[src/rtl/stk_pkg.sv]
package stk_pkg;
  typedef enum logic [2:0] {
    CMD_PUSH = 3'd0,
    CMD_POP  = 3'd1,
    CMD_ADD  = 3'd2,
    CMD_SUB  = 3'd3,
    CMD_MUL  = 3'd4,
    CMD_DIV  = 3'd5
  } cmd_e;

  typedef enum logic [2:0] {
    CA_HOLD,
    CA_PUSH,
    CA_POP,
    CA_MERGE,
    CA_DROP,
    CA_FILL
  } cache_act_e;

  typedef enum logic [2:0] {
    ST_IDLE,
    ST_SPILL,
    ST_LDREQ,
    ST_LDCAP,
    ST_POPWR,
    ST_FLREQ,
    ST_FLCAP
  } state_e;
endpackage

[src/rtl/stk_alu.sv]
module stk_alu #(
  parameter int W = 32
) (
  input  stk_pkg::cmd_e  op,
  input  logic [W-1:0]   lhs,
  input  logic [W-1:0]   rhs,
  output logic [W-1:0]   res,
  output logic           div_zero
);
  import stk_pkg::*;

  always_comb begin
    res      = '0;
    div_zero = 1'b0;
    case (op)
      CMD_ADD: res = lhs + rhs;
      CMD_SUB: res = lhs - rhs;
      CMD_MUL: res = lhs * rhs;
      CMD_DIV: begin
        if (rhs == '0) begin
          div_zero = 1'b1;
        end else if (rhs == '1) begin
          // negation wraps for the most negative value
          res = '0 - lhs;
        end else begin
          res = $signed(lhs) / $signed(rhs);
        end
      end
      default: res = '0;
    endcase
  end
endmodule

[src/rtl/stk_cache.sv]
module stk_cache #(
  parameter int W     = 32,
  parameter int DEPTH = 4,
  parameter int CNT_W = $clog2(DEPTH + 1)
) (
  input  logic                        clk,
  input  logic                        rst_n,
  input  stk_pkg::cache_act_e         act,
  input  logic [W-1:0]                din,
  output logic [DEPTH-1:0][W-1:0]     ent,
  output logic [CNT_W-1:0]            cnt
);
  import stk_pkg::*;

  // entry 0 is the top of the stack
  logic [DEPTH-1:0][W-1:0] sh_dn;
  logic [DEPTH-1:0][W-1:0] sh_up;

  assign sh_dn = {ent[DEPTH-2:0], din};
  assign sh_up = {{W{1'b0}}, ent[DEPTH-1:1]};

  for (genvar i = 0; i < DEPTH; i++) begin : g_ent
    logic [W-1:0] q;
    logic [W-1:0] nxt;

    always_comb begin
      case (act)
        CA_PUSH:  nxt = sh_dn[i];
        CA_POP:   nxt = sh_up[i];
        CA_MERGE: nxt = (i == 0) ? din : sh_up[i];
        CA_FILL:  nxt = (cnt == CNT_W'(i)) ? din : q;
        default:  nxt = q;
      endcase
    end

    always_ff @(posedge clk or negedge rst_n) begin
      if (!rst_n) q <= '0;
      else        q <= nxt;
    end

    assign ent[i] = q;
  end

  always_ff @(posedge clk or negedge rst_n) begin
    if (!rst_n) begin
      cnt <= '0;
    end else begin
      case (act)
        CA_PUSH, CA_FILL:          cnt <= cnt + CNT_W'(1);
        CA_POP, CA_MERGE, CA_DROP: cnt <= cnt - CNT_W'(1);
        default:                   cnt <= cnt;
      endcase
    end
  end
endmodule

[src/rtl/stk_spill_ptr.sv]
module stk_spill_ptr #(
  parameter int              ADDR_W = 16,
  parameter logic [ADDR_W-1:0] BASE = 16'hFF00
) (
  input  logic              clk,
  input  logic              rst_n,
  input  logic              inc,
  input  logic              dec,
  output logic [ADDR_W-1:0] sp,
  output logic              at_base
);
  always_ff @(posedge clk or negedge rst_n) begin
    if (!rst_n)   sp <= BASE;
    else if (inc) sp <= sp + ADDR_W'(1);
    else if (dec) sp <= sp - ADDR_W'(1);
  end

  assign at_base = (sp == BASE);
endmodule

[src/rtl/stk_exec_unit.sv]
module stk_exec_unit #(
  parameter int                DATA_W     = 32,
  parameter int                ADDR_W     = 16,
  parameter int                DEPTH      = 4,
  parameter logic [ADDR_W-1:0] SPILL_BASE = 16'hFF00
) (
  input  logic              clk,
  input  logic              rst_n,
  input  logic              cmd_valid,
  output logic              cmd_ready,
  input  logic [2:0]        cmd_op,
  input  logic [ADDR_W-1:0] cmd_addr,
  output logic              mem_req,
  output logic              mem_we,
  output logic [ADDR_W-1:0] mem_addr,
  output logic [DATA_W-1:0] mem_wdata,
  input  logic [DATA_W-1:0] mem_rdata,
  output logic              busy,
  output logic              err_underflow,
  output logic              err_divzero
);
  import stk_pkg::*;

  localparam int CNT_W = $clog2(DEPTH + 1);

  state_e                       state, st_n;
  cache_act_e                   act;
  logic [DATA_W-1:0]            din;
  logic [DEPTH-1:0][DATA_W-1:0] ent;
  logic [CNT_W-1:0]             cache_cnt;
  logic [ADDR_W-1:0]            spill_ptr;
  logic                         sp_at_base;
  logic                         sp_inc, sp_dec;
  logic [ADDR_W-1:0]            lat_addr;
  logic [DATA_W-1:0]            alu_res;
  logic                         alu_dz;
  logic                         set_uf, set_dz;
  logic                         accept;
  logic                         cache_full;
  logic                         refill_due;

  stk_cache #(.W(DATA_W), .DEPTH(DEPTH), .CNT_W(CNT_W)) u_cache (
    .clk   (clk),
    .rst_n (rst_n),
    .act   (act),
    .din   (din),
    .ent   (ent),
    .cnt   (cache_cnt)
  );

  stk_spill_ptr #(.ADDR_W(ADDR_W), .BASE(SPILL_BASE)) u_sp (
    .clk     (clk),
    .rst_n   (rst_n),
    .inc     (sp_inc),
    .dec     (sp_dec),
    .sp      (spill_ptr),
    .at_base (sp_at_base)
  );

  stk_alu #(.W(DATA_W)) u_alu (
    .op       (cmd_e'(cmd_op)),
    .lhs      (ent[1]),
    .rhs      (ent[0]),
    .res      (alu_res),
    .div_zero (alu_dz)
  );

  assign cmd_ready  = (state == ST_IDLE);
  assign busy       = (state != ST_IDLE);
  assign accept     = cmd_valid && cmd_ready;
  assign cache_full = (cache_cnt == CNT_W'(DEPTH));
  // two cached words, about to become one, with words still in memory
  assign refill_due = (cache_cnt == CNT_W'(2)) && !sp_at_base;

  always_comb begin
    st_n      = state;
    act       = CA_HOLD;
    din       = alu_res;
    sp_inc    = 1'b0;
    sp_dec    = 1'b0;
    mem_req   = 1'b0;
    mem_we    = 1'b0;
    mem_addr  = lat_addr;
    mem_wdata = ent[0];
    set_uf    = 1'b0;
    set_dz    = 1'b0;
    case (state)
      ST_IDLE: begin
        if (accept) begin
          case (cmd_op)
            CMD_PUSH: st_n = cache_full ? ST_SPILL : ST_LDREQ;
            CMD_POP: begin
              if (cache_cnt == '0) set_uf = 1'b1;
              else                 st_n   = ST_POPWR;
            end
            CMD_ADD, CMD_SUB, CMD_MUL, CMD_DIV: begin
              if (cache_cnt < CNT_W'(2)) begin
                set_uf = 1'b1;
              end else begin
                act    = CA_MERGE;
                set_dz = alu_dz;
                if (refill_due) st_n = ST_FLREQ;
              end
            end
            default: st_n = ST_IDLE;
          endcase
        end
      end
      ST_SPILL: begin
        mem_req   = 1'b1;
        mem_we    = 1'b1;
        mem_addr  = spill_ptr;
        mem_wdata = ent[DEPTH-1];
        act       = CA_DROP;
        sp_inc    = 1'b1;
        st_n      = ST_LDREQ;
      end
      ST_LDREQ: begin
        mem_req = 1'b1;
        st_n    = ST_LDCAP;
      end
      ST_LDCAP: begin
        act  = CA_PUSH;
        din  = mem_rdata;
        st_n = ST_IDLE;
      end
      ST_POPWR: begin
        mem_req = 1'b1;
        mem_we  = 1'b1;
        act     = CA_POP;
        st_n    = refill_due ? ST_FLREQ : ST_IDLE;
      end
      ST_FLREQ: begin
        mem_req  = 1'b1;
        mem_addr = spill_ptr - ADDR_W'(1);
        sp_dec   = 1'b1;
        st_n     = ST_FLCAP;
      end
      ST_FLCAP: begin
        act  = CA_FILL;
        din  = mem_rdata;
        st_n = ST_IDLE;
      end
      default: st_n = ST_IDLE;
    endcase
  end

  always_ff @(posedge clk or negedge rst_n) begin
    if (!rst_n) begin
      state         <= ST_IDLE;
      lat_addr      <= '0;
      err_underflow <= 1'b0;
      err_divzero   <= 1'b0;
    end else begin
      state <= st_n;
      if (accept) lat_addr <= cmd_addr;
      if (set_uf) err_underflow <= 1'b1;
      if (set_dz) err_divzero   <= 1'b1;
    end
  end
endmodule

[config.mk]
export PLATFORM = sky130hd
export DESIGN_NAME = stk_exec_unit
export DESIGN_NICKNAME = d
export VERILOG_FILES = /design/src/rtl/stk_pkg.sv /design/src/rtl/stk_alu.sv /design/src/rtl/stk_cache.sv /design/src/rtl/stk_spill_ptr.sv /design/src/rtl/stk_exec_unit.sv
export SDC_FILE = /design/constraint.sdc
export NUM_CORES = 2
export LEC_CHECK = 0
export BUFFER_PORTS_ARGS = -buffer_cell sky130_fd_sc_hd__buf_2
export CELL_PAD_IN_SITES_DETAIL_PLACEMENT = 1
export CELL_PAD_IN_SITES_GLOBAL_PLACEMENT = 1
export CORE_MARGIN = 2
export CORE_UTILIZATION = 35
export DETAILED_ROUTE_END_ITERATION = 7
export HOLD_SLACK_MARGIN = 0.05
export PLACE_DENSITY_LB_ADDON = 0.08
export RECOVER_POWER = 50
export SKIP_LAST_GASP = 1
export SLEW_MARGIN = 30
export SYNTH_ARGS = -nofsm -noshare
export SYNTH_HDL_FRONTEND = slang
export SYNTH_SLANG_ARGS = --single-unit
[constraint.sdc]
create_clock -name clk -period 182.1 [get_ports clk]
set_input_delay 18.21 -clock clk [delete_from_list [all_inputs] [get_ports clk]]
set_output_delay 18.21 -clock clk [all_outputs]
set_load 0.05 [all_outputs]
==> Word-level counts from Yosys, hierarchy flattened <==
Cells that the tools add are included.
{ "classes": {"addsub": 7, "n_mul": 1, "div_mod_pow": 1, "order_cmp": 1, "n_eq_ne": 30, "n_mux": 44, "n_reduce_logical": 25} }
{ "ops": {"columns": ["cell", "n"], "rows": [
  ["32-bit one-hot mux with 3 select lines", 4],
  ["32-bit two-way mux", 8],
  ["32-bit one-hot mux with 4 select lines", 1],
  ["32-bit adder", 1],
  ["32-bit by 32-bit divider with 32-bit output", 1],
  ["32-bit == test (second input constant)", 1],
  ["32-bit zero test", 1],
  ["32-bit by 32-bit multiplier with 32-bit output", 1],
  ["16-bit two-way mux", 2],
  ["16-bit one-hot mux with 2 select lines", 1],
  ["1-bit by 32-bit subtractor with 32-bit output (first input constant)", 1],
  ["32-bit subtractor", 1],
  ["3-bit one-hot mux with 5 select lines", 2],
  ["3-bit by 2-bit == test with 1-bit output (second input constant)", 8],
  ["3-bit == test (second input constant)", 8],
  ["16-bit by 1-bit adder with 16-bit output (second input constant)", 1],
  ["16-bit == test (second input constant)", 1],
  ["16-bit by 1-bit subtractor with 16-bit output (second input constant)", 1],
  ["3-bit two-way mux", 5],
  ["1-bit two-way mux", 14],
  ["3-bit by 1-bit == test with 1-bit output (second input constant)", 4],
  ["2-bit OR reduction", 5],
  ["3-bit zero test", 3],
  ["3-bit inequality test (second input constant)", 3],
  ["other kinds (17)", 31]
]} }
{ "word_totals": {"ff_bits": 168, "inputBits": 54, "output_inout_bits": 54, "elab_cells": 119} }

==> Longest topological paths before layout <==
{ "logic_depth": {"ltp_word": 9, "depth_mapped": 392, "ltp_nobuf": 353} }

==> Cells and area by module <==
A second synthesis with hierarchy kept.
{ "hier_totals": {"cells_unflattened": 7995, "area_unflattened_um2": 61016.0} }
{ "by_module_without_submodules": {"columns": ["mod", "n_inst", "cells_each", "area_per_inst_um2", "seq_area_each_um2"], "rows": [
  ["stk_alu", 1, 6854, 49184.7, 0.0],
  ["stk_cache", 1, 706, 8229.1, 3278.1],
  ["stk_exec_unit", 1, 278, 2264.7, 525.5],
  ["stk_spill_ptr", 1, 157, 1337.5, 410.4]
]} }

==> Worst setup path before layout <==
OpenSTA, ideal clock, no wires.
{ "synth_path": {"path_kind": "reg2reg", "start": "register u_cache.g_ent[0].q[0]", "end": "register u_cache.g_ent[2].q[14]", "setup_ps": 125, "arrival_ps": 78922, "t_required_ps": 181975, "path_slack_ps": 103053, "stages_incl_launch_ff": 359, "path_buffers": 54, "period_less_slack_ps": 79047, "cell_sequence": "dfrtp_1 clkbuf_1 inv_1 ha_1 nor3b_2 a31oi_1 xnor2_1 and3_1 nand4_1 nor4_2 clkbuf_1 nand2_1 o21ai_0 ha_1 o21a_1 nor2_1 nor2_1 nand2_1 [... 323 more ...] a21o_1 a21o_1 a21o_1 a21oi_1 o21ai_0 a21o_1 a21oi_1 nor2_1 inv_1 ha_1 and3_1 clkbuf_1 and4_1 nor2_1 xnor2_1 o31ai_1 o22ai_1 mux2_2"} }
{ "synth_via": {"elab_chain_len": 7, "elab_cells_between_ends": 12, "cone_classes": "2 x add/sub; 1 x mul; 1 x div; 1 x eq/ne; 6 x mux; 1 x reduce/logical"} }
{ "synth_lines": {"columns": ["item", "line", "text"], "rows": [
  ["start, declared", "stk_cache.sv:23", "logic [W-1:0] q;"],
  ["start signal, assigned", "stk_cache.sv:38", "else q <= nxt;"],
  ["32-bit by 32-bit divider with 32-bit output / 32-bit == test (equally long branches)", "stk_alu.sv:26, stk_alu.sv:22", null],
  ["32-bit two-way mux", "stk_alu.sv:22", "end else if (rhs == '1) begin"],
  ["32-bit two-way mux", "stk_alu.sv:20", "if (rhs == '0) begin"],
  ["32-bit one-hot mux with 4 select lines (*)", "stk_alu.sv:15", "case (op)"],
  ["32-bit two-way mux (*)", "stk_exec_unit.sv:87", "case (state)"],
  ["32-bit two-way mux (*)", "stk_cache.sv:31", "CA_FILL: nxt = (cnt == CNT_W'(i)) ? din : q;"],
  ["32-bit one-hot mux with 3 select lines (*)", "stk_cache.sv:27", "case (act)"],
  ["end signal, assigned", "stk_cache.sv:38", null],
  ["end, declared", "stk_cache.sv:23", null]
]} }
Every way passes the cells marked *; elsewhere a longest branch is shown, timed or not. The select of a mux whose other input is x is not followed.
A chain may end at the register's enable or synchronous reset.

==> Worst setup path after layout <==
{ "layout_path": {"start": "register u_cache.g_ent[0].q[1]", "end": "register u_cache.g_ent[3].q[14]"} }
{ "layout_via": {"elab_chain_len": 7, "elab_cells_between_ends": 12, "cone_classes": "2 x add/sub; 1 x mul; 1 x div; 1 x eq/ne; 6 x mux; 1 x reduce/logical"} }
{ "layout_lines": {"columns": ["item", "line"], "rows": [
  ["32-bit by 32-bit divider with 32-bit output / 32-bit == test (equally long branches)", "stk_alu.sv:26, stk_alu.sv:22"],
  ["32-bit two-way mux", "stk_alu.sv:22"],
  ["32-bit two-way mux", "stk_alu.sv:20"],
  ["32-bit one-hot mux with 4 select lines (*)", "stk_alu.sv:15"],
  ["32-bit two-way mux (*)", "stk_exec_unit.sv:87"],
  ["32-bit two-way mux (*)", "stk_cache.sv:31"],
  ["32-bit one-hot mux with 3 select lines (*)", "stk_cache.sv:27"],
  ["end signal, assigned", "stk_cache.sv:38"],
  ["end, declared", "stk_cache.sv:23"]
]} }
Marked as above.

==> flow_summary.yaml <==
status:
  status: "complete, but fails checks"
  violations: "max-capacitance violations, max-slew violations"
clock_network:
  cts_hold_buf: 0
  clk_pin_slew_worst_paths_ns: 0.07
  cts_tree: "built"
  cts-root-buf: "clkbuf_16"
  post_cts_buffers: 0
  cts_sinks: 168
  cts_buffer_depth: 2
  cts_resized: 0
  numCtsBuffers: 17
  htreeDepth: 4
  clk_latency_ns: 0.47
critical_path:
  slowest_delay_ns: 0.91
  worstSetupPathType: "reg2reg"
  cp_max_fo: 33
  cp.required_ns: 182.45
  cp_slowest_cell: "a2111oi_2"
  startpoint: "u_cache.g_ent[0].q[1]$_DFFE_PN0P_"
  critPathCaptureType: "flip-flop"
  cp.arrival_ns: 97.61
  crit_top_cell: "ha_1"
  reg2reg_from: "u_cache.g_ent[0].q[1]$_DFFE_PN0P_"
  startpoint_type: "flip-flop"
logic_synthesis:
  synth_top_area_share_pct: 14.9
  seq_area_frac_synth_pct: 7.21
  synth_nets: 9073
  synth_warnings: 0
  yosysTopAreaCell: "ha_1"
  syn-cell-area_sq_um: 58500
  synth-seq-cells: 168
  synthCells: 7912
  synth_edf_count: 0
  synth_cell_type_count: 111
  synth_flop_cell: "dfrtp_1"
  async_reset_ff_share_pct: 100
  synth_area_leaders: "ha_1 15%, fa_1 14%, nand2_1 6.9%, dfrtp_1 6.8%, xnor2_1 5.8%"
  avgSynthCellArea_sq_um: 7.39
timing:
  fin_tns_setup_ns: 0
  min_period_over_period_pct: 53.4
  rsz0062_at_grt: "false"
  fin_skew_ns: 0.0175
  setup_viol: 0
  period_minus_slack_ns: 97.26
  slew_headroom_pct: -283
  report.final.slew_viol_count: 205
  finalHoldViolations: 0
  max_freq_mhz: 10.3
  worst_pin_slew_ns: 5.75
hold_path:
  min_path_type: "reg2reg"
  min_from: "lat_addr[5]$_DFFE_PN0P_"
place:
  portBuffers: 107
  dp_hpwl_mm: 228
  place.gp.congestion: 1.01
detailed_routing:
  drc: 0
  ant_nets: 0
  drt-initial-drc-count: 4870
  wl_per_cell_um: 28.9
  via_per_inst: 6.08
  drt_wl_total_mm: 291
  num_vias: 61100
  firstDrtPassIters: 6
floorplan:
  die_h_um: 413
  core_area_sq_um: 165000
  start_util_pct: 35.3
  die_area_sq_um: 170000
  ios: 108
  rows: 149
  die_w_um: 413
layout:
  nNetsFinal: 9006
  fin_util_pct: 38.0
  drive_gt1_share_pct: 8.11
  syn2layout_area_growth_pct: 7.43
global_route:
  grt_usage_pct: 33.5
  grt_pass1_vias: 63300
  grt_overflow: 0
  grt_pass1_wl_mm: 427
  grt_max_degree: 98
  antenna_found_initial: 16
run:
  maxCapViolCount: 3
## cell usage after synthesis, types with 17 or more instances
cell type	number
and4_1	23
clkbuf_1	316
or3_1	59
mux2i_1	45
nand3_1	143
o221ai_1	19
or4_1	23
dfrtp_1	160
nand2b_1	78
a211oi_1	51
xnor2_1	387
nor2b_1	49
nand4_1	72
buf_1	69
o21ai_0	388
a41oi_1	18
o31ai_1	45
a211o_1	25
a21boi_0	22
nor2_1	621
o211ai_1	52
o21a_1	136
and2_1	180
a21oi_1	585
nor4_1	44
o21bai_1	45
fa_1	409
nand2_1	1070
a21o_1	204
ha_1	698
buf_2	17
and3_1	82
xor2_1	236
a221oi_1	74
mux2_2	102
or2_2	48
inv_1	656
nor3_1	199
o22ai_1	44
a31oi_1	101
## cell usage in the layout (no fill, tap or decap), types with 78 or more instances in the layout
master / netlist / routed
and2_1: 180 / 179
nor2_1: 621 / 616
dfrtp_1: 160 / 145
a31oi_1: 101 / 101
inv_1: 656 / 654
o21ai_0: 388 / 385
mux2_2: 102 / 102
and3_1: 82 / 82
nand2_1: 1070 / 1070
fa_1: 409 / 409
buf_4: 3 / 208
a21oi_1: 585 / 582
xnor2_1: 387 / 382
o21a_1: 136 / 136
nand3_1: 143 / 143
ha_1: 698 / 698
xor2_1: 236 / 223
nor3_1: 199 / 198
nand2b_1: 78 / 78
a21o_1: 204 / 204
buf_2: 17 / 103
## flip-flops by register name, summed over array words and instances (netlist names)
name and count:
u_cache.g_ent.q 128, lat_addr 16, u_sp.sp 16, state 3
u_cache.cnt 3, err_divzero 1, err_underflow 1
## layer usage
layer / part of all wire, % / GRT usage (%) / up-vias / wire [um]
met1: 43 / 43.4 / 31000 / 125000
met5: 0.011 / 0 / - / 33
met2: 45 / 54.7 / 2093 / 132000
met3: 6.3 / 5.23 / 587 / 18400
met4: 5.4 / 15.2 / 6 / 15700
li1: - / - / 27500 / -
## through the flow
step | instance area, sq um | cells | setup WS (ns) | hold slack (ns)
5_1_grt | 62800 | 10000 | 78.82 | 0.504
3_5_place_dp | 62200 | 10000 | 86.88 | 0.462
6_report | 62800 | 10100 | 84.84 | 0.478
2_1_floorplan | 58500 | 7912 | 103.05 | 0.446
4_1_cts | 62800 | 10000 | 86.38 | 0.482
3_3_place_gp | 62200 | 10000 | 88.60 | 0.458
## kinds of logic after synthesis
| family | Yosys count | share of synthesized area [%] |
|---|---|---|
| AO/OA/AOI/OAI | 2044 | 22.8 |
| XOR/XNOR | 623 | 9.33 |
| adder cells (fa/ha/maj) | 1107 | 28.9 |
| buffers and inverters | 1066 | 6.91 |
| flip-flops | 168 | 7.21 |
| multiplexers | 148 | 2.76 |
| AND/OR/NAND/NOR | 2756 | 22.1 |
## final timing paths
check,endpoint,slack (ns),cells past startpoint
max reg2reg,u_cache.g_ent[3].q[14]$_DFFE_PN0P_,84.84,332
min reg2reg,lat_addr[5]$_DFFE_PN0P_,0.48,2
max,u_cache.g_ent[3].q[14]$_DFFE_PN0P_,84.84,332
min,lat_addr[5]$_DFFE_PN0P_,0.48,2
min in group asynchronous,u_cache.g_ent[3].q[18]$_DFFE_PN0P_,19.87,1
max in group asynchronous,u_cache.g_ent[0].q[7]$_DFFE_PN0P_,155.63,2
## cell type report
class | count | area [sq um]
timing repair buffer | 320 | 2120
inverter | 660 | 2480
sequential | 168 | 4230
multi-input combinational | 6678 | 50600
clock inverter | 9 | 91.3
antenna | 7 | 17.5
fill | 20400 | 103000
tap | 2189 | 2740
clock buffer | 23 | 468
## worst max-delay path: cells and delay by family (launching register included)
kind	cells	cell delay, ns
buffers and inverters	24	6.53
multiplexers	9	3.41
flip-flops	1	0.56
AO/OA/AOI/OAI	179	51.19
adder cells (fa/ha/maj)	33	10.28
AND/OR/NAND/NOR	86	24.66
XOR/XNOR	1	0.23
Power is not shown: default switching activity piles up to over one toggle a cycle in this logic, so the estimate is an artifact.
